`src/rtl/sxt_pkg.sv`:
```
package sxt_pkg;
   localparam int unsigned SLOT_CNT = 8;
   localparam int unsigned SLOT_W   = 3;

   // window offset -> tracked channel slot: bit3 selects the bank of four,
   // bit2 selects max (0) or min (1), bits1:0 select the channel inside the bank
   function automatic logic [SLOT_W-1:0] slot_of(input logic [3:0] off);
      return {off[3], off[1:0]};
   endfunction

   function automatic logic is_min_of(input logic [3:0] off);
      return off[2];
   endfunction
endpackage

```
`src/rtl/sxt_track_cell.sv`:
```
module sxt_track_cell #(
   parameter int unsigned DATA_W = 16
) (
   input  logic              clk,
   input  logic              rst_n,
   input  logic              upd,
   input  logic [DATA_W-1:0] val,
   output logic [DATA_W-1:0] max_o,
   output logic [DATA_W-1:0] min_o
);
   localparam logic [DATA_W-1:0] MAX_INIT = '0;
   localparam logic [DATA_W-1:0] MIN_INIT = '1;

   logic [DATA_W-1:0] max_q, min_q;
   logic              raise_max, lower_min;

   if (DATA_W < 2) begin : g_bad_width
      $error("sxt_track_cell: DATA_W must be at least 2");
   end

   always_comb begin
      raise_max = upd && (val > max_q);
      lower_min = upd && (val < min_q);
   end

   always_ff @(posedge clk) begin
      if (!rst_n) begin
         max_q <= MAX_INIT;
         min_q <= MIN_INIT;
      end else begin
         if (raise_max) max_q <= val;
         if (lower_min) min_q <= val;
      end
   end

   assign max_o = max_q;
   assign min_o = min_q;

   assert_max_takes_R2: assert property (@(posedge clk) disable iff (!rst_n)
      (upd && val > max_o) |=> (max_o == $past(val)));
   assert_max_never_falls_R2: assert property (@(posedge clk) disable iff (!rst_n)
      !(upd && val > max_o) |=> $stable(max_o));
   assert_min_takes_R3: assert property (@(posedge clk) disable iff (!rst_n)
      (upd && val < min_o) |=> (min_o == $past(val)));
   assert_min_never_rises_R3: assert property (@(posedge clk) disable iff (!rst_n)
      !(upd && val < min_o) |=> $stable(min_o));
endmodule

```
`src/rtl/sxt_read_port.sv`:
```
module sxt_read_port
   import sxt_pkg::*;
#(
   parameter int unsigned DATA_W    = 16,
   parameter int unsigned ADDR_W    = 8,
   parameter int unsigned BASE_ADDR = 'h20,
   parameter int unsigned NUM_CH    = 7
) (
   input  logic                             clk,
   input  logic                             rst_n,
   input  logic                             rd_en,
   input  logic [ADDR_W-1:0]                rd_addr,
   input  logic [SLOT_CNT-1:0][DATA_W-1:0]  max_bus,
   input  logic [SLOT_CNT-1:0][DATA_W-1:0]  min_bus,
   output logic                             rd_rdy,
   output logic [DATA_W-1:0]                rd_data
);
   localparam logic [ADDR_W-1:0] BASE    = ADDR_W'(BASE_ADDR);
   localparam logic [SLOT_W:0]   CH_LIM  = (SLOT_W+1)'(NUM_CH);

   if (BASE_ADDR % 16 != 0) begin : g_bad_base
      $error("sxt_read_port: BASE_ADDR must be 16-word aligned");
   end
   if (NUM_CH > SLOT_CNT - 1) begin : g_bad_ch
      $error("sxt_read_port: NUM_CH exceeds the assigned slots");
   end

   logic              in_win, hit;
   logic [3:0]        off;
   logic [SLOT_W-1:0] slot;
   logic [DATA_W-1:0] sel;

   always_comb begin
      in_win = (rd_addr[ADDR_W-1:4] == BASE[ADDR_W-1:4]);
      off    = rd_addr[3:0];
      slot   = slot_of(off);
      hit    = in_win && ({1'b0, slot} < CH_LIM);
      sel    = '0;
      if (hit) sel = is_min_of(off) ? min_bus[slot] : max_bus[slot];
   end

   always_ff @(posedge clk) begin
      if (!rst_n) begin
         rd_rdy  <= 1'b0;
         rd_data <= '0;
      end else begin
         rd_rdy  <= rd_en;
         rd_data <= rd_en ? sel : '0;
      end
   end

   assert_rdy_after_en_R8: assert property (@(posedge clk) disable iff (!rst_n)
      rd_en |=> rd_rdy);
   assert_rdy_only_after_en_R8: assert property (@(posedge clk) disable iff (!rst_n)
      !rd_en |=> !rd_rdy);
   assert_outside_zero_R8: assert property (@(posedge clk) disable iff (!rst_n)
      (rd_en && !in_win) |=> (rd_data == '0));
   assert_hole_zero_R6: assert property (@(posedge clk) disable iff (!rst_n)
      (rd_en && in_win && off[1:0] == 2'b11 && off[3]) |=> (rd_data == '0));
endmodule

```
`src/rtl/sensor_extreme_regs.sv`:
```
module sensor_extreme_regs
   import sxt_pkg::*;
#(
   parameter int unsigned DATA_W      = 16,
   parameter int unsigned ADDR_W      = 8,
   parameter int unsigned BASE_ADDR   = 'h20,
   parameter bit          HAS_PROC_CH = 1'b1
) (
   input  logic              clk,
   input  logic              rst_n,
   input  logic              meas_vld,
   input  logic [2:0]        meas_chan,
   input  logic [15:0]       meas_data,
   input  logic              rd_en,
   input  logic [7:0]        rd_addr,
   output logic              rd_rdy,
   output logic [15:0]       rd_data
);
   localparam int unsigned NUM_CH = HAS_PROC_CH ? 7 : 4;
   localparam logic [SLOT_W:0] CH_LIM = (SLOT_W+1)'(NUM_CH);

   if (DATA_W != 16 || ADDR_W != 8) begin : g_bad_port
      $error("sensor_extreme_regs: port widths are fixed at 16-bit data, 8-bit address");
   end

   logic                            meas_hit;
   logic [SLOT_CNT-1:0][DATA_W-1:0] max_bus, min_bus;

   assign meas_hit = meas_vld && ({1'b0, meas_chan} < CH_LIM);

   for (genvar i = 0; i < SLOT_CNT; i++) begin : g_slot
      if (i < NUM_CH) begin : g_live
         sxt_track_cell #(.DATA_W(DATA_W)) u_cell (
            .clk   (clk),
            .rst_n (rst_n),
            .upd   (meas_hit && (meas_chan == SLOT_W'(i))),
            .val   (meas_data),
            .max_o (max_bus[i]),
            .min_o (min_bus[i])
         );
      end else begin : g_absent
         assign max_bus[i] = '0;
         assign min_bus[i] = '0;
      end
   end

   sxt_read_port #(
      .DATA_W    (DATA_W),
      .ADDR_W    (ADDR_W),
      .BASE_ADDR (BASE_ADDR),
      .NUM_CH    (NUM_CH)
   ) u_rd (
      .clk     (clk),
      .rst_n   (rst_n),
      .rd_en   (rd_en),
      .rd_addr (rd_addr),
      .max_bus (max_bus),
      .min_bus (min_bus),
      .rd_rdy  (rd_rdy),
      .rd_data (rd_data)
   );

   // strobes for untracked channels leave every register alone
   assert_untracked_ignored_R10: assert property (@(posedge clk) disable iff (!rst_n)
      (meas_vld && !meas_hit) |=> ($stable(max_bus) && $stable(min_bus)));
   assert_idle_no_change_R4: assert property (@(posedge clk) disable iff (!rst_n)
      !meas_vld |=> ($stable(max_bus) && $stable(min_bus)));
endmodule

```
`config.mk`:
```
export PLATFORM = sky130hd
export DESIGN_NAME = sensor_extreme_regs
export DESIGN_NICKNAME = d
export VERILOG_FILES = /design/src/rtl/sxt_pkg.sv /design/src/rtl/sxt_track_cell.sv /design/src/rtl/sxt_read_port.sv /design/src/rtl/sensor_extreme_regs.sv
export SDC_FILE = /design/constraint.sdc
export NUM_CORES = 1
export LEC_CHECK = 0
export BUFFER_PORTS_ARGS = -buffer_cell sky130_fd_sc_hd__clkbuf_2
export CAP_MARGIN = 0
export CORE_MARGIN = 2
export CORE_UTILIZATION = 57
export DETAILED_ROUTE_END_ITERATION = 8
export PLACE_DENSITY = 0.74
export SLEW_MARGIN = 30
export SYNTH_ARGS = -nofsm -noshare
export SYNTH_HDL_FRONTEND = slang
export SYNTH_HIERARCHICAL = 1
export SYNTH_SLANG_ARGS = --single-unit
```
`constraint.sdc`:
```
create_clock -name clk -period 2.9 [get_ports clk]
set_clock_uncertainty 0.15 [all_clocks]
set_input_delay 0.29 -clock clk [delete_from_list [all_inputs] [get_ports clk]]
set_output_delay 0.29 -clock clk [all_outputs]
set_load 0.02 [all_outputs]
```
==> impl_metrics.toml, run 1 <==
[timing]
fmax_ghz = 0.372
rsz0062_at_grt = "false"
drv_slew = 0
relSlewSlack_pct = 30.1
post-route-period-util_pct = 92.7
max_slew.worst_pin.slew_ps = 1050
hold_viol = 0
fin_crit_ps = 2690
hold_slack_ps = 68.6
setup_violations = 0

[routing]
via_per_inst = 6.66
drc = 0
drtAntennaViolNets = 0
vias = 14200
wire_per_inst_um = 23.2
drt-initial-drc-count = 1203
wirelength_mm = 49.5
first_pass_iters = 6

[synthesis]
netlist_area_um2 = 16700
muxShareOfSynthArea_pct = 11.5
avgSynthCellArea_um2 = 10.2
yosys_warnings = 6
synth_compound_area_share_pct = 28.1
yosys.area_share.adder_pct = 16.3
ys_ff_latch = 241
yosys-top-cells-area = "dfxtp_1, ha_1, mux4_2"
seq_area_frac_synth_pct = 28.9
synth_cell_types = 50
synth_edf_count = 0
async_reset_ff_share_pct = 0
netlist_instances = 1631
synth_top_family_by_area = "compound AO/OA/AOI/OAI gates"
synth.top_cell.area_share_pct = 28.9
synth_area_leader_cell = "dfxtp_1"
synthSimpleGateAreaFrac_pct = 6.39
synth_xor_area_share_pct = 0
synth_ff_type = "dfxtp_1"

[placement]
dpl.hpwl_mm = 35.5
port-buffer-count = 47
placed_cell_area_um2 = 17800
gp_congestion = 0.913

[clock_tree]
cts.clk_slew.worst_paths_ps = 60
htreeDepth = 1
cts_resized = 0
cts_sinks = 241
insertion_delay_ps = 550
cts_tree = "built"
numCtsBuffers = 28
root_buffer = "clkbuf_16"
clk_path_buf_depth = 3

[power]
p_comb_share_pct = 15.6
clockPowerShare_pct = 43.8
p_sw_mw = 2.35
p_per_area_nw_per_um2 = 456
irDropWorstVdd_mv = 0.456
pwr-share-seq_pct = 40.6
switching_share_pct = 27.4
cellLeakagePower_nw = 8.13
p_int_mw = 6.21

[grt]
met1_usage_pct = 42.8
grt_use_met3_pct = 4.40
gr-usage-all-layers_pct = 32.1
grt_pass1_wl_mm = 77.4
grt_overflow = 0
antenna_found_initial = 0
grt_start_max_net_pins = 62
grt_pass1_vias = 14000
use_met2_pct = 51.8
grt_busiest_layer = "met2"

[setup_path]
critPathArrivalTime_ps = 3030
critPathKind = "in2reg"
crit_path_cell_trace = "dlygate4sd3_1 -> clkbuf_2 -> buf_12 -> ha_1 -> nand4_1 -> o41ai_2 -> a32o_1 -> a22o_1"
critPathMaxStageDelay_ps = 630
end_kind = "flop"
start_kind = "input port"
cp_max_fo = 15
critical_path_required_ps = 3240
critical-path-slowest-cell = "a32o_1"
cp_num_buf_inv = 3
path_delay_family = "compound AO/OA/AOI/OAI gates"

[job]
maxCapViolations = 0

[final_layout]
n_antenna_cell = 0
fin_nets = 1979
drive_gt1_share_pct = 19.9
fin_area_um2 = 18800
area_growth_syn_to_layout_pct = 12.5

[floorplanning]
die_y_um = 175
die_x_um = 175
ios = 48
rows = 62
coreArea_um2 = 28800
initial_core_util_pct = 58.0
dieArea_um2 = 30700

[hold_path]
hp-class = "in2reg"

[outcome]
status = "complete, no violations"
-- flip-flops by register name, summed over array words and instances, names as in the netlist --
register and count:
g_slot.g_live.u_cell/max_o 112, u_rd/rd_rdy 1, g_slot.g_live.u_cell/min_o 112, u_rd/rd_data 16
-- worst paths after layout --
kind / start / to / slack, ps / cells after the start
worst max-delay path: meas_data[1] / g_slot[6].g_live.u_cell/max_o[5] / 210 / 8
worst min-delay path: meas_data[4] / g_slot[1].g_live.u_cell/max_o[4] / 70 / 2
worst max register to register: g_slot[6].g_live.u_cell/max_o[11] / g_slot[6].g_live.u_cell/max_o[5] / 290 / 6
worst min register to register: g_slot[1].g_live.u_cell/max_o[0] / g_slot[1].g_live.u_cell/max_o[0] / 330 / 2
-- synthesized netlist by cell type, types with 38 or more instances --
| library cell | n |
|---|---|
| mux4_2 | 61 |
| o2111ai_1 | 105 |
| clkbuf_1 | 38 |
| o211ai_2 | 60 |
| o211ai_1 | 52 |
| a22o_1 | 95 |
| inv_1 | 231 |
| nand2_1 | 64 |
| ha_1 | 217 |
| dfxtp_1 | 241 |
| a21oi_1 | 84 |
| mux2i_1 | 46 |
-- power by group through the flow --
stage | combinational (mW) | clock (mW) | sequential (mW)
2_1_floorplan | 0.848 | 0 | 3.51
3_3_place_gp | 1.25 | 0 | 3.54
3_5_place_dp | 1.30 | 0 | 3.54
4_1_cts | 1.31 | 3.77 | 3.47
5_1_grt | 1.46 | 3.91 | 3.48
6_report | 1.34 | 3.75 | 3.47
-- through the flow --
step | util, % | TNS, ps | setup slack (ps) | power (mW) | instances
detailed placement | 61.7 | -1830 | -61.9 | 4.84 | 2082
floorplan | - | 0 | 665 | 4.36 | 1662
global route | 65.2 | 0 | 87.1 | 8.85 | 2135
global placement | 61.7 | 0 | 49.4 | 4.79 | 2082
CTS | 65.2 | 0 | 260 | 8.55 | 2135
finish | 65.2 | 0 | 212 | 8.56 | 2135
-- logic make-up (layout without fill, tap and decap cells) --
family                   Yosys count  count (layout)
buffers and inverters            327             416
flip-flops                       241             241
AND/OR/NAND/NOR                  194             194
multiplexers                     110             110
other                              1              32
adder cells (fa/ha/maj)          217             217
AO/OA/AOI/OAI                    541             541
-- area by class of cell --
| type | instances | area [um^2] |
|---|---|---|
| clock buffers | 40 | 847 |
| well taps | 384 | 480 |
| clock inverters | 10 | 133 |
| flip-flops and latches | 241 | 4820 |
| repair buffers | 135 | 1110 |
| fillers | 2305 | 10000 |
| inverters | 231 | 867 |
| multi-input cells | 1094 | 10500 |
-- worst reg2reg max path: cells and delay by family, from the launching register on --
| kind | cells | cell delay (ps) |
|---|---|---|
| simple gates | 1 | 230 |
| buf+inv | 1 | 60 |
| flops | 1 | 380 |
| compound gates | 3 | 1410 |
| fa+ha+maj | 1 | 310 |
-- what timing repair did --
action                    CTS  global route
hold buffers                3             0
setup buffers               0             0
hold endpoints to repair    6             0
-- per-layer routing --
metal	part of all wire (%)	vias to the layer above
met3	6.5	163
met1	42	6984
met2	46	561
li1	-	6519
met4	5.3	0
met5	0	-
-- layout by cell type (no fill, tap or decap), types with 32 or more instances in the layout --
cell	count
dfxtp_1	241
inv_1	231
ha_1	217
o2111ai_1	105
a22o_1	95
a21oi_1	84
buf_4	70
nand2_1	64
mux4_2	61
o211ai_2	60
o211ai_1	52
mux2i_1	46
clkbuf_2	44
nand4_1	35
nor2_1	34
conb_1	32
Note: power is estimated with default switching activity, not from simulation.
==> run 2: changes to the inputs <==
==> constraint.sdc (replaced) <==
create_clock -name clk -period 3.5 [get_ports clk]
set_clock_uncertainty 0.15 [all_clocks]
set_input_delay 0.35 -clock clk [delete_from_list [all_inputs] [get_ports clk]]
set_output_delay 0.35 -clock clk [all_outputs]
set_load 0.02 [all_outputs]
==> run 2 against run 1 <==
Largest cell class unchanged. Combinational power is 19% lower. Routed wire length is 0.75% lower. Hold slack worse by 41 ps.
==> impl_metrics.toml, run 2 (synthesis results as in run 1) <==
[final_layout]
n_antenna_cell = 0
mostFrequentLayoutCells = "dfxtp_1, inv_1, ha_1"
area_growth_syn_to_layout_pct = 11.0
fin_nets = 1962
fin_area_um2 = 18500
layout_commonest_cell = "dfxtp_1"
drive_gt1_share_pct = 18.9
nFillCells = 2327

[floorplanning]
initial_core_util_pct = 58.0
coreArea_um2 = 28800
die_y_um = 175
ios = 48
die_x_um = 175
rows = 62
dieArea_um2 = 30700

[clock_tree]
cts.clk_slew.worst_paths_ps = 70
root_buffer = "clkbuf_16"
cts_setup_buffers = 0
cts_sinks = 241
cts_hold_buf = 0
numCtsBuffers = 28
clk_path_buf_depth = 3
htreeDepth = 1
cts_resized = 0
cts_tree = "built"
insertion_delay_ps = 550

[grt]
grt_pass1_vias = 13600
grt_start_max_net_pins = 60
grt_pass1_wl_mm = 76.4
antenna_found_initial = 0
gr-usage-all-layers_pct = 31.9
grt_overflow = 0

[placement]
gp_congestion = 0.945
port-buffer-count = 47
placed_cell_area_um2 = 17600
dpl.hpwl_mm = 35.6

[power]
p_comb_share_pct = 15.6
p_sw_mw = 1.90
switching_share_pct = 27.2
cellLeakagePower_nw = 8.00
clockPowerShare_pct = 43.2
irDropWorstVdd_mv = 0.358
pwr-share-seq_pct = 41.2
p_int_mw = 5.08
p_per_area_nw_per_um2 = 376

[setup_path]
start_kind = "flop"
critical-path-slowest-cell = "a32o_1"
crit_path_cell_trace = "inv_1 -> ha_1 -> nand4_2 -> o41ai_2 -> a32o_1 -> a22o_1"
end_kind = "flop"
cp_max_fo = 15
critPathMaxStageDelay_ps = 630
r2r_slack_ps = 870
critical_path_required_ps = 3840
critPathArrivalTime_ps = 2970
critPathKind = "reg2reg"

[routing]
wirelength_mm = 49.1
vias = 14100
first_pass_iters = 5
drc = 0
wire_per_inst_um = 23.2
via_per_inst = 6.65
drt-initial-drc-count = 1112
drtAntennaViolNets = 0

[timing]
fmax_ghz = 0.380
hold_slack_ps = 28.1
hold_viol = 0
fin_crit_ps = 2630
rsz0062_at_grt = "false"
relSlewSlack_pct = 37.7
drv_slew = 0
post-route-period-util_pct = 75.2
tns_ps = 0
setup_violations = 0
max_slew.worst_pin.slew_ps = 931

[job]
maxCapViolations = 0

[hold_path]
hp-class = "in2reg"

[outcome]
status = "complete, no violations"
run 2: power by group through the flow:
stage                     Clock, mW  Combinational [mW]  Sequential, mW
final                          3.01                1.09            2.88
after global routing           3.14                1.18            2.88
after CTS                      3.04                1.07            2.88
after detailed placement          0                1.06            2.94
after global placement            0                1.02            2.93
after floorplan                   0               0.703            2.91
run 2: cell type report:
type | count | area, um^2 | area share, %
multi-input combinational | 1094 | 10500 | 56.7
sequential | 241 | 4820 | 26.0
clock inverter | 9 | 149 | 0.803
timing repair buffer | 118 | 915 | 4.94
inverter | 231 | 867 | 4.68
clock buffer | 39 | 783 | 4.23
tap | 384 | 480 | 2.59
run 2: final timing paths:
check | end | from | cells past startpoint
worst max-delay path | g_slot[5].g_live.u_cell/max_o[7] | g_slot[5].g_live.u_cell/max_o[14] | 6
worst min-delay path | g_slot[3].g_live.u_cell/min_o[11] | meas_data[11] | 3
worst max register to register | g_slot[5].g_live.u_cell/max_o[7] | g_slot[5].g_live.u_cell/max_o[14] | 6
worst min register to register | g_slot[6].g_live.u_cell/max_o[13] | g_slot[6].g_live.u_cell/max_o[13] | 1
run 2: per-layer routing:
| metal | GRT usage, % | wire [um] | share of wire (%) |
|---|---|---|---|
| met1 | 42.4 | 20600 | 42 |
| met2 | 51.0 | 22300 | 45 |
| met3 | 5.07 | 3740 | 7.6 |
| met4 | 14.6 | 2420 | 4.9 |
| met5 | 0 | 0 | 0 |
run 2: per-stage QoR:
step / setup WS, ps / instances / power (mW) / util (%)
global route: 706 / 2116 / 7.20 / 64.4
finish: 870 / 2116 / 6.98 / 64.4
CTS: 885 / 2116 / 6.98 / 64.4
floorplan: 1260 / 1662 / 3.61 / -
detailed placement: 452 / 2068 / 3.99 / 61.2
global placement: 538 / 2068 / 3.95 / 61.2
run 2: critical path: cells and delay by family (launching register included):
| kind | cells | cell delay [ps] |
|---|---|---|
| AOI/OAI and AO/OA | 3 | 1440 |
| adders and majority gates | 1 | 320 |
| buffers and inverters | 1 | 60 |
| DFF | 1 | 410 |
| and+or+nand+nor | 1 | 180 |
==> run 3: changes to the inputs <==
--- a/config.mk
+++ b/config.mk
@@ -5,6 +5,7 @@
 export SDC_FILE = /design/constraint.sdc
 export NUM_CORES = 1
 export LEC_CHECK = 0
+export ABC_AREA = 1
 export BUFFER_PORTS_ARGS = -buffer_cell sky130_fd_sc_hd__clkbuf_2
 export CAP_MARGIN = 0
 export CORE_MARGIN = 2
==> constraint.sdc (replaced) <==
create_clock -name clk -period 2.5 [get_ports clk]
set_clock_uncertainty 0.15 [all_clocks]
set_input_delay 0.25 -clock clk [delete_from_list [all_inputs] [get_ports clk]]
set_output_delay 0.25 -clock clk [all_outputs]
set_load 0.02 [all_outputs]
==> run 3 against run 2 <==
Global-route usage is 0.054 points higher. Routed wire length increased by 15%. Worst setup slack lost 590 ps. First-iteration DRC count increased by 47%. Clock power up 48%. Flip-flop and latch count stayed put. Maximum frequency increased by 18%. Non-clock buffer count is 47 higher. Sequential power up 42%. Die area up 14%. Utilization grew 0.67 points. Design area increased by 15%.
==> impl_metrics.toml, run 3 <==
[power]
pwr-share-seq_pct = 38.3
p_comb_share_pct = 19.9
p_per_area_nw_per_um2 = 500
fin_total_pwr_mw = 10.6
switching_share_pct = 30.6
irDropWorstVdd_mv = 0.548
p_int_mw = 7.39
cellLeakagePower_nw = 11.7
clockPowerShare_pct = 41.8
p_sw_mw = 3.25

[floorplanning]
ios = 48
initial_core_util_pct = 58.1
rows = 66
dieArea_um2 = 34800
coreArea_um2 = 32700
die_x_um = 187
die_y_um = 187

[clock_tree]
cts.clk_slew.worst_paths_ps = 60
cts_sinks = 241
numCtsBuffers = 30
root_buffer = "clkbuf_16"
insertion_delay_ps = 570
cts_tree = "built"
htreeDepth = 1
clk_path_buf_depth = 3

[synthesis]
avgSynthCellArea_um2 = 6.53
synthTopCellsByCount = "nand2_1, inv_1, nand3_1"
yosys-top-cells-area = "dfxtp_1, nand2_1, ha_1"
seq_area_frac_synth_pct = 25.4
netlist_instances = 2912
yosys_warnings = 6
netlist_area_um2 = 19000
synth.top_cell.area_share_pct = 25.4
synth_cell_types = 31
async_reset_ff_share_pct = 0
synth_ff_type = "dfxtp_1"
synth_area_leader_cell = "dfxtp_1"
synth_edf_count = 0
ys_ff_latch = 241
yosysMostFrequentCell = "nand2_1"

[placement]
port-buffer-count = 47
placedCellCount = 3413
gp_congestion = 0.867
post-place-ws_ps = -7.66
dpl.hpwl_mm = 40.1
placed_cell_area_um2 = 20200

[final_layout]
layoutNonFillerInstCount = 3473
fin_nets = 3256
drive_gt1_share_pct = 13.9
fin_area_um2 = 21300
mostFrequentLayoutCells = "nand2_1, inv_1, nand3_1"
fin_util_pct = 65.1
n_antenna_cell = 0
area_growth_syn_to_layout_pct = 11.9
nFillCells = 2975
layout_commonest_cell = "nand2_1"

[timing]
hold_slack_ps = 18.3
finalWorstSetupSlack_ps = 279
post-route-period-util_pct = 88.8
rsz0062_at_grt = "false"
fin_crit_ps = 2220
tns_ps = 0
relSlewSlack_pct = 50.6
setup_violations = 0
fmax_ghz = 0.450
drv_slew = 0
max_slew.worst_pin.slew_ps = 740
hold_viol = 0

[routing]
drtAntennaViolNets = 0
m1WireLength_mm = 24.2
drc = 0
wirelength_mm = 56.3
top_layer_used = "met4"
via_per_inst = 5.46
met2_length_mm = 25.3
wire_per_inst_um = 16.2
drt-initial-drc-count = 1631
wl_met3_mm = 4.07
vias = 19000
first_pass_iters = 8

[grt]
grt_pass1_vias = 18000
grt_pass1_wl_mm = 91.2
grt_overflow = 0
gr-usage-all-layers_pct = 31.9
antenna_found_initial = 0
grt_start_max_net_pins = 92

[setup_path]
critical-path-slowest-cell = "nand2_2"
end_kind = "flop"
start_kind = "flop"
path_delay_family = "simple AND/OR/NAND/NOR gates"
critPathKind = "reg2reg"
critPathMaxStageDelay_ps = 450
critPathArrivalTime_ps = 2530
reg2reg_depth = 12
crit_top_cell = "nand2_1"
critical_path_required_ps = 2810
cp_num_buf_inv = 3
cp_num_cells = 12
crit_path_cell_trace = "inv_1 -> ha_1 -> nand2_1 -> nor2_1 -> nand2_1 -> buf_4 -> clkinv_1 -> nand2_1 -> nand2_2 -> nand3_1 -> nand2_1 -> nor2_1"
cp_max_fo = 32

[outcome]
status = "complete, no violations"

[hold_path]
hp-class = "in2reg"
holdPathStages = 4

[job]
maxCapViolations = 0
-- run 3: worst paths after layout --
| check | from | endpoint | slack (ps) |
|---|---|---|---|
| setup / recovery | g_slot[6].g_live.u_cell/max_o[13] | g_slot[6].g_live.u_cell/max_o[7] | 280 |
| setup reg to reg | g_slot[6].g_live.u_cell/max_o[13] | g_slot[6].g_live.u_cell/max_o[7] | 280 |
| hold reg to reg | g_slot[4].g_live.u_cell/min_o[4] | g_slot[4].g_live.u_cell/min_o[4] | 330 |
| hold / removal | meas_data[0] | g_slot[5].g_live.u_cell/min_o[0] | 20 |
-- run 3: logic make-up (layout without fill, tap and decap cells) --
kind of cell / after synthesis / count (layout) / share of synthesized area (%)
AO/OA/AOI/OAI: 234 / 234 / 6.54
other: 1 / 32 / 0.0197
buffers and inverters: 635 / 723 / 14.5
flip-flops: 241 / 241 / 25.4
AND/OR/NAND/NOR: 1584 / 1584 / 39.3
adder cells (fa/ha/maj): 217 / 217 / 14.3
-- run 3: power by group through the flow --
stage          registers, mW  clock network (mW)  logic, mW
2_1_floorplan           4.13                   0       1.36
3_3_place_gp            4.15                   0       1.99
3_5_place_dp            4.15                   0       2.07
4_1_cts                 4.07                4.49       2.09
5_1_grt                 4.09                4.64       2.37
6_report                4.08                4.45       2.12
-- run 3: worst register-to-register path: stages, from the launching register on --
cell      delay [ps]
dfxtp_1          370
inv_1             70
ha_1             300
nand2_1           60
nor2_1           120
nand2_1           90
buf_4            140
clkinv_1          30
nand2_1           50
nand2_2          450
nand3_1          130
nand2_1          110
nor2_1            50
-- run 3: routing by layer --
layer | vias up | GRT usage (%)
met1 | 8799 | 41.8
met4 | 0 | 14.7
li1 | 9336 | -
met2 | 707 | 52.8
met3 | 130 | 3.63
met5 | - | 0
-- run 3: what timing repair did --
action / CTS / global route
hold endpoints to repair: 25 / 0
gates resized for setup: 0 / 0
buffers inserted: 0 / 0
hold buffers: 5 / 0
-- run 3: final cells by class --
class	instances	area, um^2	share of cell area, %
multi-input combinational	2067	11600	54.4
sequential	241	4820	22.7
inverter	503	1890	8.89
timing repair buffer	165	1430	6.73
clock buffer	42	857	4.03
tap	442	553	2.60
clock inverter	13	140	0.659
